--- src/rtl/bw_throttle_pkg.sv ---
// Package: shared types and constants for the bandwidth throttle.
// Assumes a two-bit throttle code; stall lengths are parameters of the top.
package bw_throttle_pkg;

    // Throttle code values as presented by the configuration source.
    typedef enum logic [1:0] {
        BW_NONE = 2'b00,
        BW_RSVD = 2'b01,
        BW_MID  = 2'b10,
        BW_HIGH = 2'b11
    } bw_code_e;

    // Width needed for a down-counter that must hold the value n.
    function automatic int cnt_width(input int n);
        return (n < 2) ? 1 : $clog2(n + 1);
    endfunction

endpackage

--- src/rtl/bw_len_decode.sv ---
// Module: bw_len_decode
// Maps the throttle code to a stall length in cycles. The reserved code
// is treated as "no stall". Purely combinational.
// Assumes STALL_MID and STALL_HIGH both fit in CNT_W bits.
module bw_len_decode
    import bw_throttle_pkg::*;
#(
    parameter int STALL_MID  = 4,
    parameter int STALL_HIGH = 8,
    parameter int CNT_W      = cnt_width(STALL_HIGH)
) (
    input  logic [1:0]       code_i,
    output logic [CNT_W-1:0] len_o
);

    localparam logic [CNT_W-1:0] LEN_MID  = CNT_W'(STALL_MID);
    localparam logic [CNT_W-1:0] LEN_HIGH = CNT_W'(STALL_HIGH);

    // Select the stall length for the current code.
    always_comb begin
        unique case (bw_code_e'(code_i))
            BW_MID:  len_o = LEN_MID;
            BW_HIGH: len_o = LEN_HIGH;
            default: len_o = '0;   // none and reserved both mean no stall
        endcase
    end

endmodule

--- src/rtl/bw_exempt.sv ---
// Module: bw_exempt
// Decides whether the completing beat is excused from stalling. With equal
// source/destination sizes, the first transfer and the last write skip
// the stall. Optionally registered-free; combinational only.
// Assumes markers are valid only together with the beat-done pulse.
module bw_exempt #(
    parameter bit EXEMPT_EN = 1'b1
) (
    input  logic size_eq_i,
    input  logic first_beat_i,
    input  logic last_write_i,
    output logic skip_o
);

    generate
        if (EXEMPT_EN) begin : g_exempt
            // Skip the stall when sizes match and the beat is at a loop edge.
            always_comb skip_o = size_eq_i & (first_beat_i | last_write_i);
        end else begin : g_no_exempt
            // Exemption disabled: every beat stalls per the code.
            always_comb skip_o = 1'b0;
        end
    endgenerate

endmodule

--- src/rtl/bw_stall_cnt.sv ---
// Module: bw_stall_cnt
// Down-counter that holds off the sequencer. A load pulse writes the
// stall length (possibly zero); the counter then counts down to zero.
// Abort and reset clear it. Grant is high exactly while the count is zero.
// Assumes a synchronous active-low reset.
module bw_stall_cnt #(
    parameter int CNT_W = 4
) (
    input  logic             clk,
    input  logic             rst_n,
    input  logic             clear_i,
    input  logic             load_i,
    input  logic [CNT_W-1:0] len_i,
    output logic             idle_o
);

    logic [CNT_W-1:0] cnt_q;

    // Counter update: reset/clear first, then load, then count down.
    always_ff @(posedge clk) begin
        if (!rst_n || clear_i) begin
            cnt_q <= '0;
        end else if (load_i) begin
            cnt_q <= len_i;
        end else if (cnt_q != '0) begin
            cnt_q <= cnt_q - 1'b1;
        end
    end

    // Idle whenever no stall cycles remain.
    always_comb idle_o = (cnt_q == '0);

    // the counter is empty the cycle after reset.
    a_r1_reset_empty: assert property (@(posedge clk)
        !rst_n |=> (cnt_q == '0));

    // an active stall counts down by one when nothing else acts.
    a_r4_count_down: assert property (@(posedge clk) disable iff (!rst_n)
        (cnt_q != '0 && !load_i && !clear_i) |=> (cnt_q == $past(cnt_q) - 1'b1));

    // clearing always leaves the counter empty.
    a_r9_clear_empty: assert property (@(posedge clk) disable iff (!rst_n)
        clear_i |=> (cnt_q == '0));

    // a load writes the requested length.
    a_r10_load_len: assert property (@(posedge clk) disable iff (!rst_n)
        (load_i && !clear_i) |=> (cnt_q == $past(len_i)));

endmodule

--- src/rtl/bw_throttle.sv ---
// Module: bw_throttle (top)
// Inserts idle cycles after each completed beat of a DMA minor loop so the
// engine consumes less bus bandwidth. Grant low means "do not issue".
// Assumes beat_done_i is a one-cycle pulse and the markers are qualified by it.
module bw_throttle
    import bw_throttle_pkg::*;
#(
    parameter int STALL_MID  = 4,
    parameter int STALL_HIGH = 8,
    parameter bit EXEMPT_EN  = 1'b1
) (
    input  logic       clk,
    input  logic       rst_n,
    input  logic       abort_i,
    input  logic [1:0] bw_code_i,
    input  logic       size_eq_i,
    input  logic       beat_done_i,
    input  logic       first_beat_i,
    input  logic       last_write_i,
    output logic       grant_o
);

    localparam int CNT_W = cnt_width(STALL_HIGH);

    logic [CNT_W-1:0] code_len;
    logic [CNT_W-1:0] load_len;
    logic             skip;
    logic             idle;

    bw_len_decode #(
        .STALL_MID (STALL_MID),
        .STALL_HIGH(STALL_HIGH),
        .CNT_W     (CNT_W)
    ) u_decode (
        .code_i(bw_code_i),
        .len_o (code_len)
    );

    bw_exempt #(
        .EXEMPT_EN(EXEMPT_EN)
    ) u_exempt (
        .size_eq_i   (size_eq_i),
        .first_beat_i(first_beat_i),
        .last_write_i(last_write_i),
        .skip_o      (skip)
    );

    // Exempt beats load a zero length, which ends any stall.
    always_comb load_len = skip ? '0 : code_len;

    bw_stall_cnt #(
        .CNT_W(CNT_W)
    ) u_cnt (
        .clk    (clk),
        .rst_n  (rst_n),
        .clear_i(abort_i),
        .load_i (beat_done_i),
        .len_i  (load_len),
        .idle_o (idle)
    );

    // Grant follows the counter being empty.
    always_comb grant_o = idle;

    // codes with a clear upper bit never stall.
    a_r2_r3_no_stall: assert property (@(posedge clk) disable iff (!rst_n)
        (beat_done_i && !bw_code_i[1]) |=> grant_o);

    // a non-exempt done with a stalling code drops the grant.
    a_r4_r5_stall_start: assert property (@(posedge clk) disable iff (!rst_n)
        (beat_done_i && bw_code_i[1] && !abort_i &&
         !(size_eq_i && (first_beat_i || last_write_i))) |=> !grant_o);

    // exempt beats never stall.
    a_r6_r7_exempt: assert property (@(posedge clk) disable iff (!rst_n)
        (beat_done_i && size_eq_i && (first_beat_i || last_write_i)) |=> grant_o);

    // abort restores the grant on the next cycle.
    a_r9_abort_grant: assert property (@(posedge clk) disable iff (!rst_n)
        abort_i |=> grant_o);

endmodule

--- config.mk ---
export PLATFORM = sky130hd
export DESIGN_NAME = bw_throttle
export DESIGN_NICKNAME = d
export VERILOG_FILES = /design/src/rtl/bw_throttle_pkg.sv /design/src/rtl/bw_len_decode.sv /design/src/rtl/bw_exempt.sv /design/src/rtl/bw_stall_cnt.sv /design/src/rtl/bw_throttle.sv
export SDC_FILE = /design/constraint.sdc
export NUM_CORES = 1
export LEC_CHECK = 0
export ABC_AREA = 1
export BUFFER_PORTS_ARGS = -buffer_cell sky130_fd_sc_hd__buf_2
export CORE_AREA = 10 10 47 49
export CTS_BUF_LIST = sky130_fd_sc_hd__clkbuf_8 sky130_fd_sc_hd__clkbuf_16
export DETAILED_ROUTE_END_ITERATION = 6
export DIE_AREA = 0 0 57 59
export PLACE_DENSITY_LB_ADDON = 0.12
export SLEW_MARGIN = 10
export SYNTH_ARGS = -nofsm -noshare
export SYNTH_HDL_FRONTEND = slang
export SYNTH_SLANG_ARGS = --single-unit
export TNS_END_PERCENT = 30
--- constraint.sdc ---
create_clock -name clk -period 1.15 [get_ports clk]
set_input_delay 0.115 -clock clk [delete_from_list [all_inputs] [get_ports clk]]
set_output_delay 0.115 -clock clk [all_outputs]
set_load 0.02 [all_outputs]
# Word level (Yosys, flattened, before mapping)
# Cells that the tools add are included.
[word_totals]
inputBits = 9
output_inout_bits = 1
ff_bits = 4
elab_cells = 15
[op_classes]
muxes = 4
eq_ne = 2
n_reduce_logical = 5
bitwise_logic = 2
addsub = 1
[ops]
columns = ["operator", "count"]
rows = [
  ["2-to-1 mux 4 bit", 3],
  ["case mux 4 bit (2 select lines)", 1],
  ["equality test 2 bit (second input constant)", 2],
  ["logical NOT 4 bit", 1],
  ["nonzero test 4 bit", 1],
  ["subtractor 4 x 1 -> 4 bit (second input constant)", 1],
  ["nonzero test 2 bit", 1],
  ["bitwise AND 1 bit", 1],
  ["logical NOT 1 bit", 1],
  ["logical OR 1 bit", 1],
  ["OR 1 bit", 1],
]

# Longest topological paths before layout
# Gate-level depths: netlist of the first run.
[logic_depth]
word_depth = 4
mapped_depth = 8
mapped_depth_nobuf = 8

# Hierarchy
# From an unflattened synthesis of the first run, not the netlist that was laid out.
[unflattened]
cells_unflattened = 61
hier_area_um2 = 340.3
[by_module_without_submodules]
columns = ["module", "area_per_inst_um2", "seq_area_each_um2", "cells_per_inst", "n_inst"]
rows = [
  ["bw_stall_cnt", 262.8, 80.1, 43, 1],
  ["bw_len_decode", 36.3, 0.0, 7, 1],
  ["bw_throttle", 30.0, 0.0, 8, 1],
  ["bw_exempt", 11.3, 0.0, 3, 1],
]

# Least setup slack after synthesis of the first run
# OpenSTA, ideal clock, no wires.
[synth_timing]
kind = "register to register"
from = "reg u_cnt.cnt_q[0]"
to = "reg u_cnt.cnt_q[0]"
synth_period_minus_slack_ns = 1.095
required_time_ns = 1.080
path_slack_ns = 0.055
path_stages_with_launch = 9
t_arrival_ns = 1.025
cell_sequence = "dfxtp_1 -> inv_1 -> ha_1 -> inv_1 -> nor2_2 -> nand2_2 -> inv_2 -> nand2_1 -> a21oi_1"
[synth_between]
elab_chain_cells = 3
elab_cells_between_ends = 5
cone_classes = "1 x add/sub; 2 x mux; 2 x reduce/logical"
[synth_lines]
columns = ["item", "line_no", "rtl"]
rows = [
  ["from (decl)", "bw_stall_cnt.sv:17", "logic [CNT_W-1:0] cnt_q;"],
  ["from (signal assigned)", "bw_stall_cnt.sv:24", "cnt_q <= len_i;"],
  ["from (signal assigned)", "bw_stall_cnt.sv:26", "cnt_q <= cnt_q - 1'b1;"],
  ["subtractor 4 x 1 -> 4 bit", "bw_stall_cnt.sv:26", ""],
  ["2-to-1 mux 4 bit", "bw_stall_cnt.sv:25", "end else if (cnt_q != '0) begin"],
  ["2-to-1 mux 4 bit", "bw_stall_cnt.sv:23", "end else if (load_i) begin"],
]
# Parallel ways exist; a longest one is shown, timed or not. The select of a mux whose other input is x is not followed.
# A chain may end at the register's enable or synchronous reset.

# Final worst setup path of the first run
[layout_timing]
from = "reg u_cnt.cnt_q[0]"
to = "out grant_o"
[layout_between]
elab_chain_cells = 1
[layout_lines]
columns = ["item", "line_no", "rtl"]
rows = [
  ["logical NOT 4 bit", "bw_stall_cnt.sv:31", "always_comb idle_o = (cnt_q == '0);"],
  ["to (decl)", "bw_throttle.sv:20", "output logic grant_o"],
]
# Every way passes these cells.

==> results of run 1 <==
==> critical path, delay by kind of cell (launching register included) <==
kind                       cells  cell delay [ns]
adders and majority gates      1             0.13
buffers and inverters          4             0.28
DFF                            1             0.31
and+or+nand+nor                2             0.15
==> cells by family (layout without fill, tap and decap cells) <==
family / Yosys count / in the layout / synth area share
compound gates: 7 / 7 / 0.146
fa+ha+maj: 1 / 1 / 0.0521
flops: 4 / 4 / 0.333
buf+inv: 9 / 25 / 0.141
simple gates: 18 / 18 / 0.328
==> final cells by class <==
type / count / area (um2)
inverters: 9 / 33.8
flip-flops and latches: 4 / 81.3
repair buffers: 13 / 81.3
fillers: 160 / 996
clock buffers: 3 / 41.3
multi-input cells: 26 / 148
well taps: 16 / 20.0
==> repair_timing <==
item | CTS | global route
gates resized for setup | 10 | 0
endpoints found under the setup margin | 1 | 5
hold buffers | 0 | 0
pin swaps | 3 | 2
setup buffers | 2 | 0
==> stage by stage <==
step                      cells   util
after floorplan              39      -
after global placement       66  0.229
after detailed placement     66  0.229
after CTS                    71  0.289
after global routing         71  0.289
final                        71  0.289
==> layout by cell type (no fill, tap or decap), drive strengths merged <==
master	synthesis	final
nand3b	1	1
nand3	2	2
a21oi	4	4
clkbuf	0	3
dfxtp	4	4
nor2	5	5
o21ai	3	3
inv	9	9
buf	0	13
ha	1	1
nand2	10	10
==> routing by layer <==
metal  up-vias  global-route usage  part of all wire
met4         0              0.0302             0.017
met2        13              0.0496              0.37
met5         -                   0                 0
met1       117              0.0460              0.54
li1        152                   -                 -
met3         2              0.0215             0.074
==> worst paths after layout <==
path,start,end,slack (ns)
setup / recovery,u_cnt.cnt_q[0],grant_o,-0.05
hold / removal,abort_i,u_cnt.cnt_q[3],0.18
setup reg to reg,u_cnt.cnt_q[0],u_cnt.cnt_q[2],0.02
hold reg to reg,u_cnt.cnt_q[0],u_cnt.cnt_q[0],0.46
==> power groups by stage <==
stage,sequential [mW],combinational [mW],clock (mW)
finish,0.148,0.0947,0.289
global route,0.149,0.106,0.309
CTS,0.149,0.0962,0.297
detailed placement,0.149,0.0712,0
global placement,0.149,0.0728,0
floorplan,0.149,0.0443,0
==> metrics, run 1 <==
outcome finished, violations left; failing checks negative setup slack; post-place setup slack 0.0211 ns; CTS tree yes; Synth area leaders dfxtp_1, nand2_1, inv_1; Pleak 0.189 nW; largest net degree at the start of global routing 4; hold depth 4; FP Rows 14; Hold WC Path Type in -> reg; fmax 837 MHz; most instantiated cells after synthesis nand2_1, inv_1, a21oi_1, dfxtp_1, nor2_1; crit-path cells inv_2 > ha_4 > inv_2 > nor2_4 > nand2_2 > inv_2 > buf_6; Power Total 0.532 mW; reg2reg path depth 8; skew final roughly 0.0011 ns; pwr dens between 1000 and 1500 mW/mm2; Iteration-0 DRC Markers 2; # diodes 0; RSZ-0062 raised after global routing yes; sequential power share 0.279; vias about 280; Final ANT Viol Nets 0; gpl congestion 0.698; Avg Inst Size Synth 6.16 um2; layout net count 67; period utilisation layout 1.04; Post-synth top flop dfxtp_1; first-pass GRT wire length ~1.0 mm; initial antenna violation count 0; CTS Buf Count 3; max_slew headroom 0.883; switching share of power 0.220; most used cell, CP inv_2; Die X 57 um; Clk pwr share 0.543; Die Span Y 59 um; hold slack 0.176 ns; Worst Setup Slack, final -0.0454 ns; DP HPWL 492 um; io pins 10; Post-DP Area ~320 um2; syn nets 49; Layout area overhead 68.8%; CP Data Required Time approximately 1.0 ns; Setup-failing EPs final 1; Post-synth EDFFs 0; Most flops, register u_cnt.cnt_q; sequential area share after synthesis 0.333; slowest stage cell, crit path dfxtp_2; H-tree levels 1; max reg flops 4; Initial Util 0.171; Synth warnings 0; Synth top area share 0.333; most frequent cell after synthesis nand2_1; Worst EP arrival 1.08 ns; global route total overflow 0; leading area contributor after synthesis dfxtp_1; worst-margin pin slew 0.175 ns; PortBufs 9; Logic pwr share 0.178; critical path type reg -> out; setup TNS -0.0454 ns; CP max FO 2; Netlist Area Pre-Place 240 um2; Clock Path Buffers 2; DR WL/cell 8.20 um; Total GRT Usage 0.0388; max cap viols 0; Root Buffer clkbuf_8; clk slew on worst S/H paths 0.03 ns; fin area 405 um2; TritonCTS Sinks 4; synthesis-stage register bit count 4; Cells after Synth 39; vias in the first global route 308; critical path capture point type primary output; drt drc 0; die area 0.00336 mm2; max incr delay on CP 0.31 ns; drt pass-1 iters 4; share of post-route cells with drive strength above 1 0.473; Routed WL approximately 580 um; clk_lat worst skew 0.21 ns; peak supply drop 0.541 mV; Async S/R FF share, synth 0; vias per cell 4.00; Regs by FF count u_cnt.cnt_q: 4 flops; Distinct cells, synth 13; crit path time final 1.20 ns; Max Transition Viols Final 0; Int Pwr 0.415 mW; type of origin of the critical path flop; Final Hold Fails 0; core box area 0.00140 mm2; Switch Pwr 0.117 mW
(Power assumes the default switching activity.)
==> run 2: changes to the inputs <==
Settings changed: ABC_AREA 1 to default.
Clock period 1.15 ns to 1.3 ns, I/O delays scaled along.
==> metrics, run 2 <==
outcome finished, violations left; failing checks negative setup slack; Root Buffer clkbuf_8; drt drc 0; slowest stage cell, crit path or3b_4; pwr dens around 1200 mW/mm2; CTS tree yes; Int Pwr 0.383 mW; Buf/Inv on CP 2; CP Data Required Time 1.41 ns; Die Span Y around 60 um; critical path type reg -> reg; Layout area overhead 79.1%; Die X 57 um; Hold WC Path Type in -> reg; Clock Path Buffers 2; most frequent cell after synthesis dfxtp_1; XOR/XNOR share of the synthesized area 0.0749; DP HPWL 562 um; worst-margin pin slew between 0.2 and 0.25 ns; Post-synth top flop dfxtp_1; DR WL/cell 11.6 um; Netlist Area Pre-Place 234 um2; Pleak 0.175 nW; most instantiated cells after synthesis dfxtp_1, inv_1, nor2_1, xnor2_1; Regs by FF count u_cnt.cnt_q: 4 flops; Cells after Synth 26; peak supply drop 0.431 mV; TritonCTS Sinks 4; core box area 0.00140 mm2; global route total overflow 0; max cap viols 0; switching share of power 0.214; Post-synth EDFFs 0; hold_buf cts 0; clk slew on worst S/H paths 0.03 ns; Logic pwr share 0.212; Worst R2R Setup Slack -0.09 ns; hold depth 3; clk_lat worst skew 0.21 ns; Avg Inst Size Synth 9.00 um2; reg2reg path depth 5; H-tree levels 1; sequential power share 0.272; synthesis-stage register bit count 4; PortBufs 9; most common cell after layout, fill and taps aside buf_2; crit path time final 1.39 ns; RSZ-0062 raised after global routing yes; share of post-route cells with drive strength above 1 0.667; mux contribution to synthesized area 0; first-pass GRT wire length 1.09 mm; Synth area leaders dfxtp_1, xnor2_1, a2111oi_2; leading area contributor after synthesis dfxtp_1; Most flops, register u_cnt.cnt_q; simple logic cell fraction of the synthesized area 0.203; critical path's top delay family simple AND/OR/NAND/NOR gates; Compound-Gate Fraction of Synth Area 0.257; syn nets 36; crit-path cells inv_2 > ha_4 > or3b_4 > buf_6 > a2111oi_4; Initial Util 0.167; Worst Hold Endpoint u_cnt.cnt_q[2]; CTS Buf Count 3; Distinct cells, synth 19; CP max FO 4; Max Transition Viols Final 0; post-place setup slack -0.0770 ns; vias in the first global route 260; Adder-Cell Fraction of Synth Area 0.0535; combinational family with the most area after synthesis compound AO/OA/AOI/OAI gates; Synth top area share 0.342; max reg flops 4; Routed WL 673 um; critical path capture point type flop; skew final 0.000576 ns; Setup-failing EPs final 5; io pins 10; initial antenna violation count 0; Clk pwr share 0.517; type of origin of the critical path flop; die area 0.00336 mm2; Iteration-0 DRC Markers 0; max_slew headroom 0.846; most frequent cells in the layout buf_2, buf_4, inv_2, clkbuf_8; layout net count 54; max incr delay on CP 0.38 ns; largest net degree at the start of global routing 6; drt pass-1 iters 1; FP Rows 14; fmax just over 700 MHz; Worst Setup Slack, final -0.0929 ns; Reg2Reg Launch Point u_cnt.cnt_q[1]; Final Hold Fails 0; Power Total 0.487 mW; sequential area share after synthesis 0.342; Switch Pwr 0.104 mW; Total GRT Usage 0.0419; Worst R2R End u_cnt.cnt_q[1]; vias 240; Final ANT Viol Nets 0; period utilisation layout 1.07; Synth warnings 0; Async S/R FF share, synth 0; vias per cell between 4 and 5; min-delay src bw_code_i[0]; # diodes 0; Worst EP arrival 1.50 ns; gpl congestion ~0.66
run 2: cell types whose count changed in the layout (fill, tap and decap cells not counted), moves of 2 or more:
cell,change
nand3_1,-2
inv_1,-4
a21oi_1,-3
nand2_1,-8
xnor2_1,+2
inv_2,-2
nor2_1,-3
run 2: layout make-up:
type	count	area (um2)
Tap cell	16	20.0
Fill cell	166	982
Clock buffer	3	41.3
Multi-Input combinational cell	18	171
Sequential cell	4	82.6
Inverter	3	11.3
Timing Repair Buffer	14	92.6
run 2: worst register-to-register path: stages, from the launching register on:
cell       delay (ns)
dfxtp_2          0.31
inv_2            0.06
ha_4             0.12
or3b_4           0.38
buf_6            0.14
a2111oi_4        0.27
run 2: worst max path at each step:
| stage | startpoint | end | slack [ns] | cells after the start |
|---|---|---|---|---|
| 6_report | u_cnt.cnt_q[1] | u_cnt.cnt_q[1] | -0.09 | 5 |
| 5_1_grt | u_cnt.cnt_q[0] | u_cnt.cnt_q[1] | -0.15 | 5 |
| 4_1_cts | u_cnt.cnt_q[1] | u_cnt.cnt_q[1] | -0.10 | 5 |
| 3_5_place_dp | u_cnt.cnt_q[1] | u_cnt.cnt_q[1] | -0.08 | 5 |
| 3_3_place_gp | u_cnt.cnt_q[1] | u_cnt.cnt_q[2] | -0.06 | 5 |
| 2_1_floorplan | u_cnt.cnt_q[1] | u_cnt.cnt_q[1] | -0.04 | 5 |
run 2: cell families after synthesis:
kind of cell,Yosys count
and+or+nand+nor,8
xor gates and xnor gates,2
buffers and inverters,4
DFF,4
adders and majority gates,1
AOI/OAI and AO/OA,7
run 2: routing by layer:
metal  vias to the layer above  track usage  share of wire
met2                         8       0.0620           0.49
met1                       108       0.0415           0.41
met4                         0       0.0302              0
li1                        124            -              -
met5                         -            0              0
met3                         0       0.0279          0.097
run 2: timing repair:
item / CTS / global route
endpoints found under the setup margin: 5 / 5
setup buffers: 1 / 0
resized for setup: 5 / 2
run 2: power by group through the flow:
stage          Clock [mW]  Sequential (mW)  Combinational [mW]
3_3_place_gp            0            0.134              0.0824
3_5_place_dp            0            0.134              0.0825
2_1_floorplan           0            0.133              0.0589
6_report            0.252            0.132               0.103
4_1_cts             0.258            0.132               0.101
5_1_grt             0.268            0.133               0.114
run 2: metrics by stage:
stage / hold slack, ns / std cells / instance area [um2] / TNS [ns] / utilization
2_1_floorplan: 0.187 / 26 / 268 / -0.0359 / -
6_report: 0.223 / 58 / 419 / -0.245 / 0.299
5_1_grt: 0.248 / 58 / 419 / -0.595 / 0.299
3_3_place_gp: 0.453 / 54 / 352 / -0.180 / 0.251
4_1_cts: 0.220 / 58 / 413 / -0.417 / 0.295
3_5_place_dp: 0.440 / 54 / 352 / -0.262 / 0.251
==> run 3: changes to the inputs <==
==> constraint.sdc (replaced) <==
create_clock -name clk -period 1.3 [get_ports clk]
set_input_delay 0.39 -clock clk [delete_from_list [all_inputs] [get_ports clk]]
set_output_delay 0.39 -clock clk [all_outputs]
set_load 0.02 [all_outputs]
==> metrics, run 3 (synthesis gave the netlist of run 2 again) <==
critical path type reg -> out; share of post-route cells with drive strength above 1 0.667; H-tree levels 1; sequential power share 0.265; Switch Pwr 0.111 mW; period utilisation layout 1.28; Worst Hold Endpoint u_cnt.cnt_q[2]; Root Buffer clkbuf_8; CP Data Required Time 0.91 ns; drt pass-1 iters 2; clk slew on worst S/H paths 0.03 ns; slowest stage cell, crit path or3b_4; Int Pwr ~0.39 mW; reg2reg path depth 5; critical path capture point type primary output; setup TNS -0.781 ns; post-place setup slack -0.293 ns; Hold WC Path Type in -> reg; Worst Setup Slack, final -0.361 ns; max reg flops 4; DP HPWL 570 um; hold depth 3; crit path time final 1.66 ns; Regs by FF count u_cnt.cnt_q: 4 flops; Pleak 0.191 nW; die area 0.00336 mm2; Final Util 0.311; min-delay src bw_code_i[0]; max_slew headroom 0.839; vias 264; Layout area overhead 86.1%; Logic pwr share 0.215; filler instances 164; Worst R2R End u_cnt.cnt_q[1]; core box area 0.00140 mm2; failing checks negative setup slack; Die Span Y 59 um; Initial Util 0.167; switching share of power 0.222; PortBufs 9; most frequent cells in the layout buf_2, buf_4, clkbuf_8; io pins 10; max incr delay on CP 0.40 ns; Clk pwr share 0.520; fmax 602 MHz; max cap viols 0; pwr dens 1140 mW/mm2; clk_lat worst skew between 0.2 and 0.25 ns; Die X between 50 and 60 um; Routed WL 712 um; crit-path cells inv_2 > ha_4 > or3b_4 > clkinv_4 > buf_6; peak supply drop 0.458 mV; Worst R2R Setup Slack -0.22 ns; DR WL/cell 11.7 um; largest net degree at the start of global routing 6; global route total overflow 0; CTS tree yes; layout net count 57; critical path's top delay family simple AND/OR/NAND/NOR gates; drt drc 0; type of origin of the critical path flop; Total GRT Usage 0.0488; Power Total 0.497 mW; Final ANT Viol Nets 0; Final Hold Fails 0; Setup-failing EPs final 5; initial antenna violation count 0; worst-margin pin slew 0.240 ns; skew final approximately 0.0014 ns; Max Transition Viols Final 0; gpl congestion 0.711; # diodes 0; CP max FO 2; Worst EP arrival around 1.3 ns; TritonCTS Sinks 4; RSZ-0062 raised after global routing yes; CTS Buf Count 3; Buf/Inv on CP 3; vias per cell 4.33; Most flops, register u_cnt.cnt_q; Clock Path Buffers 2; first-pass GRT wire length about 1.2 mm; Reg2Reg Launch Point u_cnt.cnt_q[0]; FP Rows 14; vias in the first global route 288; outcome finished, violations left; Iteration-0 DRC Markers 2
## run 3: routing by layer
metal  global-route usage  vias to the layer above  share of wire
li1                     -                      132              -
met1               0.0392                      111           0.39
met2               0.0713                       14           0.41
met3               0.0343                        7           0.13
met4               0.0604                        0          0.072
met5                    0                        -              0
## run 3: area by class of cell
class | count | area (um2) | share of cell area
multi-input combinational | 18 | 164 | 0.376
timing repair buffer | 17 | 111 | 0.256
sequential | 4 | 82.6 | 0.190
clock buffer | 3 | 41.3 | 0.0948
tap | 16 | 20.0 | 0.0460
inverter | 3 | 16.3 | 0.0374
## run 3: worst min-delay path: stages
cell    delay (ns)
buf_2         0.08
o32a_1        0.15
nor2_1        0.04
## run 3: metrics by stage
step / area [um2] / std cells / hold WS [ns]
after floorplan: 260 / 26 / 0.451
after CTS: 417 / 60 / 0.487
after global routing: 435 / 61 / 0.522
final: 435 / 61 / 0.491
after global placement: 359 / 56 / 0.567
after detailed placement: 359 / 56 / 0.577
## run 3: power by group through the flow
stage | clock network (mW) | logic [mW] | registers [mW]
2_1_floorplan | 0 | 0.0586 | 0.133
3_3_place_gp | 0 | 0.0854 | 0.133
3_5_place_dp | 0 | 0.0875 | 0.133
4_1_cts | 0.266 | 0.102 | 0.131
5_1_grt | 0.278 | 0.117 | 0.132
6_report | 0.259 | 0.107 | 0.132
## run 3: timing repair
action,in CTS,in global routing
setup endpoints to repair,5,5
buffers inserted,1,1
gates resized for setup,3,3
hold buffers,0,0
endpoints found under the hold margin,0,0
pin swaps,0,1
## run 3: worst max-delay path by stage
stage,from,end,slack (ns),depth (start not counted)
CTS,u_cnt.cnt_q[1],grant_o,-0.37,5
global route,u_cnt.cnt_q[0],grant_o,-0.40,5
global placement,u_cnt.cnt_q[1],grant_o,-0.28,5
floorplan,u_cnt.cnt_q[1],grant_o,-0.13,5
detailed placement,u_cnt.cnt_q[1],grant_o,-0.29,5
finish,u_cnt.cnt_q[0],grant_o,-0.36,5
